$ cat config.mk
export PLATFORM = sky130hd
export DESIGN_NAME = xstate_save_seq
export DESIGN_NICKNAME = d
export VERILOG_FILES = /design/src/rtl/xsave_pkg.sv /design/src/rtl/xsave_ctrl.sv /design/src/rtl/xsave_dpath.sv /design/src/rtl/xstate_save_seq.sv
export SDC_FILE = /design/constraint.sdc
export NUM_CORES = 1
export LEC_CHECK = 0
export BUFFER_PORTS_ARGS = -buffer_cell sky130_fd_sc_hd__buf_2
export CAP_MARGIN = 0
export CORE_AREA = 2 2 349 351
export DETAILED_ROUTE_END_ITERATION = 8
export DIE_AREA = 0 0 351 353
export SLEW_MARGIN = 10
export SYNTH_ARGS = -nofsm -noshare
export SYNTH_HDL_FRONTEND = slang
export SYNTH_SLANG_ARGS = --single-unit
$ cat constraint.sdc
create_clock -name clk -period 8.6 [get_ports clk]
set_clock_uncertainty 0.1 [all_clocks]
set_input_delay 1.72 -clock clk [delete_from_list [all_inputs] [get_ports clk]]
set_output_delay 1.72 -clock clk [all_outputs]
set_load 0.005 [all_outputs]
$ cat src/rtl/xsave_pkg.sv
package xsave_pkg;

  localparam int IDX_W     = 4;
  localparam int FPR_COUNT = 8;

  localparam logic [11:0] OFF_DPLO = 12'd16;
  localparam logic [11:0] OFF_DPHI = 12'd20;
  localparam logic [11:0] OFF_MXC  = 12'd24;
  localparam logic [11:0] OFF_MXM  = 12'd28;
  localparam logic [11:0] OFF_FPR  = 12'd32;
  localparam logic [11:0] OFF_XMM  = OFF_FPR + 12'(16 * FPR_COUNT);

  typedef enum logic [3:0] {
    ST_IDLE, ST_FAULT, ST_HDR, ST_DPLO, ST_DPHI,
    ST_FPR, ST_MXC, ST_MXM, ST_XMM, ST_DONE
  } seqState_e;

  typedef enum logic [1:0] {
    FLT_NONE = 2'd0, FLT_UD = 2'd1, FLT_NM = 2'd2, FLT_GP = 2'd3
  } faultCode_e;

  typedef struct packed {
    logic             capture;
    seqState_e        kind;
    logic [IDX_W-1:0] idx;
  } dpStrobe_t;

endpackage

$ cat src/rtl/xsave_ctrl.sv
module xsave_ctrl
  import xsave_pkg::*;
#(
  parameter int NUM_XMM        = 16,
  parameter int NUM_XMM_LEGACY = 8
) (
  input  logic       clk,
  input  logic       rstN,
  input  logic       start,
  input  logic       osEnable,
  input  logic       taskSwitched,
  input  logic [5:0] baseLow,
  input  logic [1:0] enBits,
  input  logic [1:0] reqBits,
  input  logic       longMode,
  input  logic       wrReady,
  output logic       wrValid,
  output logic       done,
  output logic       faultValid,
  output logic [1:0] faultCode,
  output dpStrobe_t  strobe
);

  localparam logic [IDX_W-1:0] FPR_LAST = IDX_W'(FPR_COUNT - 1);
  localparam logic [IDX_W-1:0] XMM_ALL  = IDX_W'(NUM_XMM - 1);
  localparam logic [IDX_W-1:0] XMM_LEG  = IDX_W'(NUM_XMM_LEGACY - 1);

  seqState_e        state, nxtState;
  logic [IDX_W-1:0] idx, nxtIdx, lastXmm;
  logic             doSse;
  faultCode_e       faultReg, faultNext;
  logic             x87Go, sseGo, fire;

  assign x87Go = enBits[0] & reqBits[0];
  assign sseGo = enBits[1] & reqBits[1];
  assign fire  = wrValid & wrReady;

  always_comb begin
    if (!osEnable)         faultNext = FLT_UD;
    else if (taskSwitched) faultNext = FLT_NM;
    else if (|baseLow)     faultNext = FLT_GP;
    else                   faultNext = FLT_NONE;
  end

  always_comb begin
    nxtState = state;
    nxtIdx   = idx;
    unique case (state)
      ST_IDLE: if (start) begin
        nxtIdx = '0;
        if (faultNext != FLT_NONE) nxtState = ST_FAULT;
        else if (x87Go)            nxtState = ST_HDR;
        else if (sseGo)            nxtState = ST_MXC;
        else                       nxtState = ST_DONE;
      end
      ST_FAULT: nxtState = ST_IDLE;
      ST_DONE:  nxtState = ST_IDLE;
      ST_HDR:   if (fire) nxtState = ST_DPLO;
      ST_DPLO:  if (fire) nxtState = ST_DPHI;
      ST_DPHI:  if (fire) nxtState = ST_FPR;
      ST_FPR: if (fire) begin
        if (idx == FPR_LAST) begin
          nxtIdx   = '0;
          nxtState = doSse ? ST_MXC : ST_DONE;
        end else nxtIdx = idx + 1'b1;
      end
      ST_MXC:   if (fire) nxtState = ST_MXM;
      ST_MXM:   if (fire) nxtState = ST_XMM;
      ST_XMM: if (fire) begin
        if (idx == lastXmm) nxtState = ST_DONE;
        else                nxtIdx = idx + 1'b1;
      end
      default:  nxtState = ST_IDLE;
    endcase
  end

  always_ff @(posedge clk) begin
    if (!rstN) begin
      state    <= ST_IDLE;
      idx      <= '0;
      doSse    <= 1'b0;
      lastXmm  <= XMM_LEG;
      faultReg <= FLT_NONE;
    end else begin
      state <= nxtState;
      idx   <= nxtIdx;
      if (state == ST_IDLE && start) begin
        doSse    <= sseGo;
        lastXmm  <= longMode ? XMM_ALL : XMM_LEG;
        faultReg <= faultNext;
      end
    end
  end

  assign wrValid    = state inside {ST_HDR, ST_DPLO, ST_DPHI, ST_FPR, ST_MXC, ST_MXM, ST_XMM};
  assign done       = (state == ST_DONE);
  assign faultValid = (state == ST_FAULT);
  assign faultCode  = faultValid ? faultReg : FLT_NONE;

  assign strobe.capture = (state == ST_IDLE) && start;
  assign strobe.kind    = state;
  assign strobe.idx     = idx;


  fault_timing_chk: assert property (@(posedge clk) disable iff (!rstN)
    faultValid |-> $past(start));


  done_timing_chk: assert property (@(posedge clk) disable iff (!rstN)
    done |-> ($past(fire) || $past(start)));

endmodule

$ cat src/rtl/xsave_dpath.sv
module xsave_dpath
  import xsave_pkg::*;
#(
  parameter int ADDR_W  = 48,
  parameter int NUM_XMM = 16
) (
  input  logic                       clk,
  input  logic                       rstN,
  input  dpStrobe_t                  strobe,
  input  logic [ADDR_W-1:0]          baseAddr,
  input  logic                       opSize64,
  input  logic [15:0]                fpuCtrl,
  input  logic [15:0]                fpuStat,
  input  logic [15:0]                fpuTag,
  input  logic [15:0]                fpuOpc,
  input  logic [63:0]                fpuIp,
  input  logic [15:0]                fpuCs,
  input  logic [63:0]                fpuDp,
  input  logic [15:0]                fpuDs,
  input  logic [31:0]                mxcsr,
  input  logic [31:0]                mxcsrMask,
  input  logic [63:0]                x87Frac,
  input  logic [15:0]                x87Exp,
  input  logic [127:0]               xmmData,
  output logic [2:0]                 x87Idx,
  output logic [$clog2(NUM_XMM)-1:0] xmmIdx,
  output logic [ADDR_W-1:0]          wrAddr,
  output logic [127:0]               wrData,
  output logic [15:0]                wrBe
);

  localparam int XIDX_W = $clog2(NUM_XMM);

  logic [ADDR_W-1:0]    baseQ;
  logic                 op64Q;
  logic [FPR_COUNT-1:0] tagByte;
  logic [63:0]          hiPtr;
  logic [11:0]          off;
  logic [31:0]          dword;
  logic                 isDword;
  logic [127:0]         line;
  logic [1:0]           laneSel;

  always_ff @(posedge clk) begin
    if (!rstN) begin
      baseQ <= '0;
      op64Q <= 1'b0;
    end else if (strobe.capture) begin
      baseQ <= baseAddr;
      op64Q <= opSize64;
    end
  end

  for (genvar g = 0; g < FPR_COUNT; g++) begin : g_tag
    assign tagByte[g] = (fpuTag[2*g +: 2] != 2'b11);
  end

  assign hiPtr = op64Q ? fpuIp : {16'h0, fpuCs, fpuIp[31:0]};

  always_comb begin
    off     = '0;
    dword   = '0;
    isDword = 1'b0;
    line    = '0;
    case (strobe.kind)
      ST_HDR:  line = {hiPtr, fpuOpc, 8'h00, tagByte, fpuStat, fpuCtrl};
      ST_DPLO: begin off = OFF_DPLO; isDword = 1'b1; dword = fpuDp[31:0]; end
      ST_DPHI: begin
        off = OFF_DPHI; isDword = 1'b1;
        dword = op64Q ? fpuDp[63:32] : {16'h0, fpuDs};
      end
      ST_FPR: begin
        off  = OFF_FPR + {4'b0, strobe.idx, 4'b0};
        line = {48'h0, x87Exp, x87Frac};
      end
      ST_MXC:  begin off = OFF_MXC; isDword = 1'b1; dword = mxcsr; end
      ST_MXM:  begin off = OFF_MXM; isDword = 1'b1; dword = mxcsrMask; end
      ST_XMM: begin
        off  = OFF_XMM + {4'b0, strobe.idx, 4'b0};
        line = xmmData;
      end
      default: ;
    endcase
  end

  assign laneSel = off[3:2];
  assign wrData  = isDword ? (128'(dword) << {laneSel, 5'b0}) : line;
  assign wrBe    = isDword ? (16'hF << {laneSel, 2'b0}) : 16'hFFFF;
  assign wrAddr  = baseQ + {{(ADDR_W-12){1'b0}}, off};
  assign x87Idx  = strobe.idx[2:0];
  assign xmmIdx  = strobe.idx[XIDX_W-1:0];

endmodule

$ cat src/rtl/xstate_save_seq.sv
module xstate_save_seq
  import xsave_pkg::*;
#(
  parameter int ADDR_W         = 48,
  parameter int NUM_XMM        = 16,
  parameter int NUM_XMM_LEGACY = 8
) (
  input  logic                       clk,
  input  logic                       rstN,
  input  logic                       start,
  input  logic [ADDR_W-1:0]          baseAddr,
  input  logic [63:0]                reqMask,
  input  logic [63:0]                enMask,
  input  logic                       osEnable,
  input  logic                       taskSwitched,
  input  logic                       longMode,
  input  logic                       opSize64,
  input  logic [15:0]                fpuCtrl,
  input  logic [15:0]                fpuStat,
  input  logic [15:0]                fpuTag,
  input  logic [15:0]                fpuOpc,
  input  logic [63:0]                fpuIp,
  input  logic [15:0]                fpuCs,
  input  logic [63:0]                fpuDp,
  input  logic [15:0]                fpuDs,
  input  logic [31:0]                mxcsr,
  input  logic [31:0]                mxcsrMask,
  output logic [2:0]                 x87Idx,
  input  logic [63:0]                x87Frac,
  input  logic [15:0]                x87Exp,
  output logic [$clog2(NUM_XMM)-1:0] xmmIdx,
  input  logic [127:0]               xmmData,
  output logic                       wrValid,
  input  logic                       wrReady,
  output logic [ADDR_W-1:0]          wrAddr,
  output logic [127:0]               wrData,
  output logic [15:0]                wrBe,
  output logic                       done,
  output logic                       faultValid,
  output logic [1:0]                 faultCode
);

  dpStrobe_t strobe;
  logic      unusedMaskBits;

  assign unusedMaskBits = ^{reqMask[63:2], enMask[63:2]};

  xsave_ctrl #(.NUM_XMM(NUM_XMM), .NUM_XMM_LEGACY(NUM_XMM_LEGACY)) u_ctrl (
    .clk(clk), .rstN(rstN), .start(start), .osEnable(osEnable),
    .taskSwitched(taskSwitched), .baseLow(baseAddr[5:0]),
    .enBits(enMask[1:0]), .reqBits(reqMask[1:0]), .longMode(longMode),
    .wrReady(wrReady), .wrValid(wrValid), .done(done),
    .faultValid(faultValid), .faultCode(faultCode), .strobe(strobe)
  );

  xsave_dpath #(.ADDR_W(ADDR_W), .NUM_XMM(NUM_XMM)) u_dpath (
    .clk(clk), .rstN(rstN), .strobe(strobe), .baseAddr(baseAddr),
    .opSize64(opSize64), .fpuCtrl(fpuCtrl), .fpuStat(fpuStat),
    .fpuTag(fpuTag), .fpuOpc(fpuOpc), .fpuIp(fpuIp), .fpuCs(fpuCs),
    .fpuDp(fpuDp), .fpuDs(fpuDs), .mxcsr(mxcsr), .mxcsrMask(mxcsrMask),
    .x87Frac(x87Frac), .x87Exp(x87Exp), .xmmData(xmmData),
    .x87Idx(x87Idx), .xmmIdx(xmmIdx), .wrAddr(wrAddr),
    .wrData(wrData), .wrBe(wrBe)
  );


  stall_hold_chk: assert property (@(posedge clk) disable iff (!rstN)
    (wrValid && !wrReady) |=> (wrValid && $stable(wrAddr) && $stable(wrBe)));


  gp_cause_chk: assert property (@(posedge clk) disable iff (!rstN)
    (faultValid && faultCode == 2'd3) |-> ($past(baseAddr[5:0]) != 6'd0));


  ud_cause_chk: assert property (@(posedge clk) disable iff (!rstN)
    (faultValid && faultCode == 2'd1) |-> !$past(osEnable));


  line_align_chk: assert property (@(posedge clk) disable iff (!rstN)
    (wrValid && wrBe == 16'hFFFF) |-> (wrAddr[3:0] == 4'd0));


  dword_lane_chk: assert property (@(posedge clk) disable iff (!rstN)
    (wrValid && wrBe != 16'hFFFF) |->
      ($countones(wrBe) == 4 && (wrBe >> {wrAddr[3:2], 2'b00}) == 16'h000F));

endmodule

=== After elaboration in Yosys (flattened, before gate mapping) ===
Cells that the tools add are included.

* Flip-flop bits (word level): 64
* Bits of input ports: 680
* Output and inout bits: 204
* Word-level logic and storage cells: 89

* Add/subtract/negate cells: 4
* Equality and inequality tests: 30
* Shift-type cells: 2
* Mux-type cells: 34
* Bitwise operators: 3
* Reductions and logical operators: 9

{| class="wikitable"
|+ Operators by type and width
! operator !! count
|-
| 128-bit one-hot mux with 3 select lines || 1
|-
| 128-bit 2-to-1 mux || 1
|-
| 32-bit one-hot mux with 4 select lines || 1
|-
| 32-bit by 7-bit left shift with 128-bit output || 1
|-
| 4-bit 2-to-1 mux || 20
|-
| 12-bit one-hot mux with 6 select lines || 1
|-
| 64-bit 2-to-1 mux || 1
|-
| 48-bit by 12-bit adder with 48-bit output || 1
|-
| 32-bit 2-to-1 mux || 1
|-
| 4-bit one-hot mux with 8 select lines || 1
|-
| 4-bit by 3-bit equality test with 1-bit output, second input constant || 5
|-
| 2-bit != test, second input constant || 10
|-
| 2-bit by 1-bit != test with 1-bit output, second input constant || 9
|-
| 16-bit 2-to-1 mux || 1
|-
| 4-bit by 4-bit left shift with 16-bit output, first input constant || 1
|-
| 4-bit one-hot mux with 3 select lines || 1
|-
| 10-bit AND reduction || 1
|-
| 6-bit by 8-bit adder with 9-bit output, first input constant || 1
|-
| 8-bit by 8-bit adder with 9-bit output, first input constant || 1
|-
| 4-bit by 2-bit equality test with 1-bit output, second input constant || 2
|-
| 4-bit equality test, second input constant || 2
|-
| 2-bit 2-to-1 mux || 4
|-
| 7-bit nonzero test || 1
|-
| 6-bit OR reduction || 1
|-
| other kinds (11) || 13
|}

=== Depth between registers and ports, before layout ===
* Depth in word-level cells: 8
* Gate-level depth with buffers: 14
* Depth with buffers taken out: 11

=== Modules after synthesis ===
From an unflattened synthesis, not the netlist that was laid out.

* Cells, all modules: 914
* Area, all modules: 6826.5 um^2

{| class="wikitable"
|+ Modules (own cells, without submodules)
! module !! instances !! cells an instance !! area an instance (um^2) !! sequential area each (um^2)
|-
| xsave_dpath || 1 || 803 || 5963.2 || 980.9
|-
| xsave_ctrl || 1 || 111 || 863.3 || 240.2
|}

=== Worst setup path after synthesis ===
Ideal clock, no wire load.

* Kind: register -> output
* From: register u_ctrl.state[3]
* To: output wrAddr[38]
* Arrival time: 2.971 ns
* Data required time: 6.780 ns
* Slack: 3.809 ns
* Stages on the path, launching flop included: 12
* Path buffers: 3
* Cells stage by stage: dfxtp_1 -> buf_2 -> and4bb_2 -> clkbuf_1 -> clkbuf_1 -> mux2_2 -> ha_1 -> nand2_1 -> a211oi_1 -> o21ai_2 -> nor4_2 -> xor2_1

* Word-level cells in the longest chain between the ends: 3
* Elaborated cells on any way between the ends: 8
* Those cells by class: add/sub (1); eq/ne (6); mux (1)

{| class="wikitable"
|+ RTL lines
! what !! line !! text
|-
| start, declared || xsave_ctrl.sv:28 || <nowiki>seqState_e state, nxtState;</nowiki>
|-
| start signal, assigned || xsave_ctrl.sv:85 || <nowiki>state <= nxtState;</nowiki>
|-
| 4-bit equality test (tied with other cells) || xsave_dpath.sv:65 || <nowiki>case (strobe.kind)</nowiki>
|-
| 12-bit one-hot mux with 6 select lines * || xsave_dpath.sv:65 ||
|-
| 48-bit by 12-bit adder with 48-bit output * || xsave_dpath.sv:89 || <nowiki>assign wrAddr = baseQ + {{(ADDR_W-12){1'b0}}, off};</nowiki>
|-
| end, declared || xstate_save_seq.sv:35 || <nowiki>output logic [ADDR_W-1:0] wrAddr,</nowiki>
|}

Mark *: on every way between the ends. The rest lies on a longest branch, timed or not.

=== Worst setup path after layout ===
* From: register u_ctrl.state[2]
* To: output wrAddr[41]

The elaborated chain is that of the path after synthesis.

==> reports/metrics.yaml <==
total_power_mw: 1.05
status: "finished with violations"
htreeDepth: 3
violations: "DRC"
path_delay_family: "simple AND/OR/NAND/NOR gates"
rows: 128
grt_antenna_before_repair: 88
highest_layer: "met5"
powerDensity_nw_per_um2: 82.5
synth_async_sr_flop_share: 0
fillers: 14200
fp.dieH_um: 353
critPathRequiredTime_ns: 6.78
vias: 11300
maxCapViolCount: 0
wire_per_inst_um: 23.3
ios: 884
dp_hpwl_mm: 68.5
start_kind: "register"
tns_ns: 0
multiInputGateArea_um2: 5100
seq_area_frac_synth: 0.178
hold_violations: 0
internal_power_uw: 704
worstPathArrival_ns: 4.37
hp-class: "reg -> reg"
track_usage: 0.118
leakagePower_nw: 6.07
cts_setup_buffers: 0
cts_hold_buf: 0
p_switching_uw: 348
combPwrFrac: 0.287
ir_drop_v: 0.000118
rsz0062_at_grt: "no"
nNetsFinal: 2349
die_w_um: 351
swShare: 0.331
drtAntennaViolNets: 0
syn2layout_area_growth_pct: 85.9
cts_resized: 0
max_freq_mhz: 161
pwr-share-seq: 0.315
pwr-share-clk: 0.398
core_area_um2: 121000
overflow: 0
netlist_instances: 974
place_area_um2: 12400
grt_pass1_wl_mm: 97.3
cts_buffer_depth: 2
syn_area_um2: 6860
drive_gt1_frac: 0.493
wl_met1_mm: 30.3
crit_path_top_delay_cell: "dfxtp_1"
drt_iter0_drc: 1138
synth_edf_count: 0
endpoint_kind: "output port"
layout.area.seq_um2: 1220
grt_max_degree: 70
max_slew_margin: 0.194
final-setup-viol-count: 0
ys.flop_type: "dfxtp_1"
synth_warnings: 0
routed-wl-met3_mm: 9.43
root_buffer: "clkbuf_16"
drc: 4
path_class: "reg -> out"
fin_cells: 3314
firstDrtPassIters: 9
cts_tree: "done"
grt_pass1_vias: 10400
io_buffer_count: 759
hold_ws_ns: 0.370
die_area_um2: 124000
cts_buffers: 9
synth_cell_types: 63
syn-num-nets: 1664
critical_path_buf_inv_count: 1
maxSlewViolCount: 0
clock_sinks: 61
wl_mm: 77.3
start_util: 0.0569
via_per_inst: 3.42
finalCriticalPeriod_ns: 6.19
clk_pin_slew_worst_paths_ns: 0.07
clock_latency_ns: 0.36
tightest_slew_ns: 1.20
dp_cells: 3273
worstPathMaxFanout: 30
gp_congestion: 1.01
slowest_delay_ns: 0.83
ys_seq_elements: 61
period_share: 0.720
route.met2.wl_mm: 35.4
crit_chain: "and4bb_4 -> nor2_1 -> nor2b_1 -> ha_1 -> o211ai_1 -> o21ai_1 -> o21a_1 -> nand4_1 -> xnor2_1 -> buf_2"
finalInstanceArea_um2: 12800
syn_avg_cell_area_um2: 7.05
metal layers:
metal / GRT usage / vias up
li1: - / 4986
met1: 0.141 / 5298
met2: 0.193 / 837
met3: 0.0513 / 170
met4: 0.0258 / 46
met5: 0 / -
synthesized netlist by cell type, types with 18 or more instances:
| cell | instances | area, um2 |
|---|---|---|
| inv_1 | 27 | 101 |
| o21ai_0 | 37 | 185 |
| a22oi_1 | 88 | 661 |
| a221o_1 | 25 | 250 |
| nand3_1 | 18 | 90.1 |
| a22o_1 | 25 | 219 |
| nand2_1 | 226 | 848 |
| a222oi_1 | 32 | 320 |
| mux2i_1 | 33 | 330 |
| nor2_1 | 42 | 158 |
| a21oi_1 | 35 | 175 |
| buf_2 | 24 | 120 |
| xor2_1 | 30 | 263 |
| clkbuf_1 | 51 | 191 |
| a21boi_0 | 55 | 413 |
| buf_4 | 21 | 158 |
| xnor2_1 | 19 | 166 |
| dfxtp_1 | 61 | 1220 |
path summary, 6_finish.rpt:
path	start	to	slack, ns	depth (start not counted)
setup / recovery	u_ctrl.state[2]	wrAddr[41]	2.41	10
hold reg to reg	u_dpath.baseQ[4]	u_dpath.baseQ[4]	0.37	2
hold / removal	u_dpath.baseQ[4]	u_dpath.baseQ[4]	0.37	2
setup reg to reg	u_ctrl.state[2]	u_ctrl.idx[2]	5.21	6
per-stage QoR:
| stage | utilization | setup slack, ns |
|---|---|---|
| final | 0.106 | 2.41 |
| after CTS | 0.105 | 2.31 |
| after detailed placement | 0.103 | 2.72 |
| after global routing | 0.105 | 2.01 |
| after floorplan | - | 3.81 |
| after global placement | 0.103 | 2.76 |
worst register-to-register path: stages, from the launching register on:
cell and delay [ns]:
dfxtp_1 0.83, and4bb_4 0.78, buf_4 0.69, nor2_1 0.18, a21oi_2 0.28, nor4bb_1 0.32, o2bb2ai_1 0.14
cells by family (layout without fill, tap and decap cells):
kind of cell / Yosys count / count (layout) / share of synthesized area
compound gates: 328 / 328 / 0.359
xor+xnor: 49 / 49 / 0.0625
other cells: 0 / 25 / 0
flops: 61 / 61 / 0.178
fa+ha+maj: 10 / 10 / 0.0193
simple gates: 363 / 363 / 0.244
buf+inv: 128 / 818 / 0.0859
mux: 35 / 35 / 0.0514
flip-flops by register name, summed over array words and instances (netlist names):
name / count
u_ctrl.lastXmm: 1
u_dpath.baseQ: 48
u_ctrl.state: 4
u_dpath.op64Q: 1
u_ctrl.faultReg: 2
u_ctrl.doSse: 1
u_ctrl.idx: 4
final cells by class:
type                            count  share of cell area
Sequential cell                    61              0.0958
Clock inverter                      7             0.00755
Clock buffer                        9              0.0176
Multi-Input combinational cell    785               0.400
Inverter                           27             0.00794
Antenna cell                       25             0.00490
Timing Repair Buffer              775               0.307
Tap cell                         1625               0.159
cells in the final DEF, fill, tap and decap left out, types with 3 or more instances in the layout:
cell,synthesis,layout
buf_2,24,759
nand2_1,226,225
a22oi_1,88,88
dfxtp_1,61,60
a21boi_0,55,55
nor2_1,42,40
o21ai_0,37,37
a21oi_1,35,35
mux2i_1,33,33
a222oi_1,32,32
xor2_1,30,30
inv_1,27,27
diode_2,0,25
a22o_1,25,25
a221o_1,25,25
xnor2_1,19,19
nand3_1,18,18
buf_4,21,16
nor3_1,14,13
nand4_1,9,9
nor4_1,9,9
ha_1,9,9
clkbuf_16,0,9
o211ai_1,5,5
nor2b_1,4,4
a31oi_1,4,4
nand2b_1,4,4
and2_1,5,4
nor3b_1,4,4
a21o_1,3,3
a211oi_1,3,3
nor2_2,3,3
o21a_1,3,3
nor3_2,2,3
or3_1,3,3
power by group through the flow:
stage | sequential, mW | combinational [mW] | clock (mW)
2_1_floorplan | 0.325 | 0.0984 | 0
3_3_place_gp | 0.337 | 0.303 | 0
3_5_place_dp | 0.338 | 0.304 | 0
4_1_cts | 0.331 | 0.306 | 0.435
5_1_grt | 0.335 | 0.329 | 0.446
6_report | 0.331 | 0.302 | 0.419
Power figures use the tool's default switching activity.
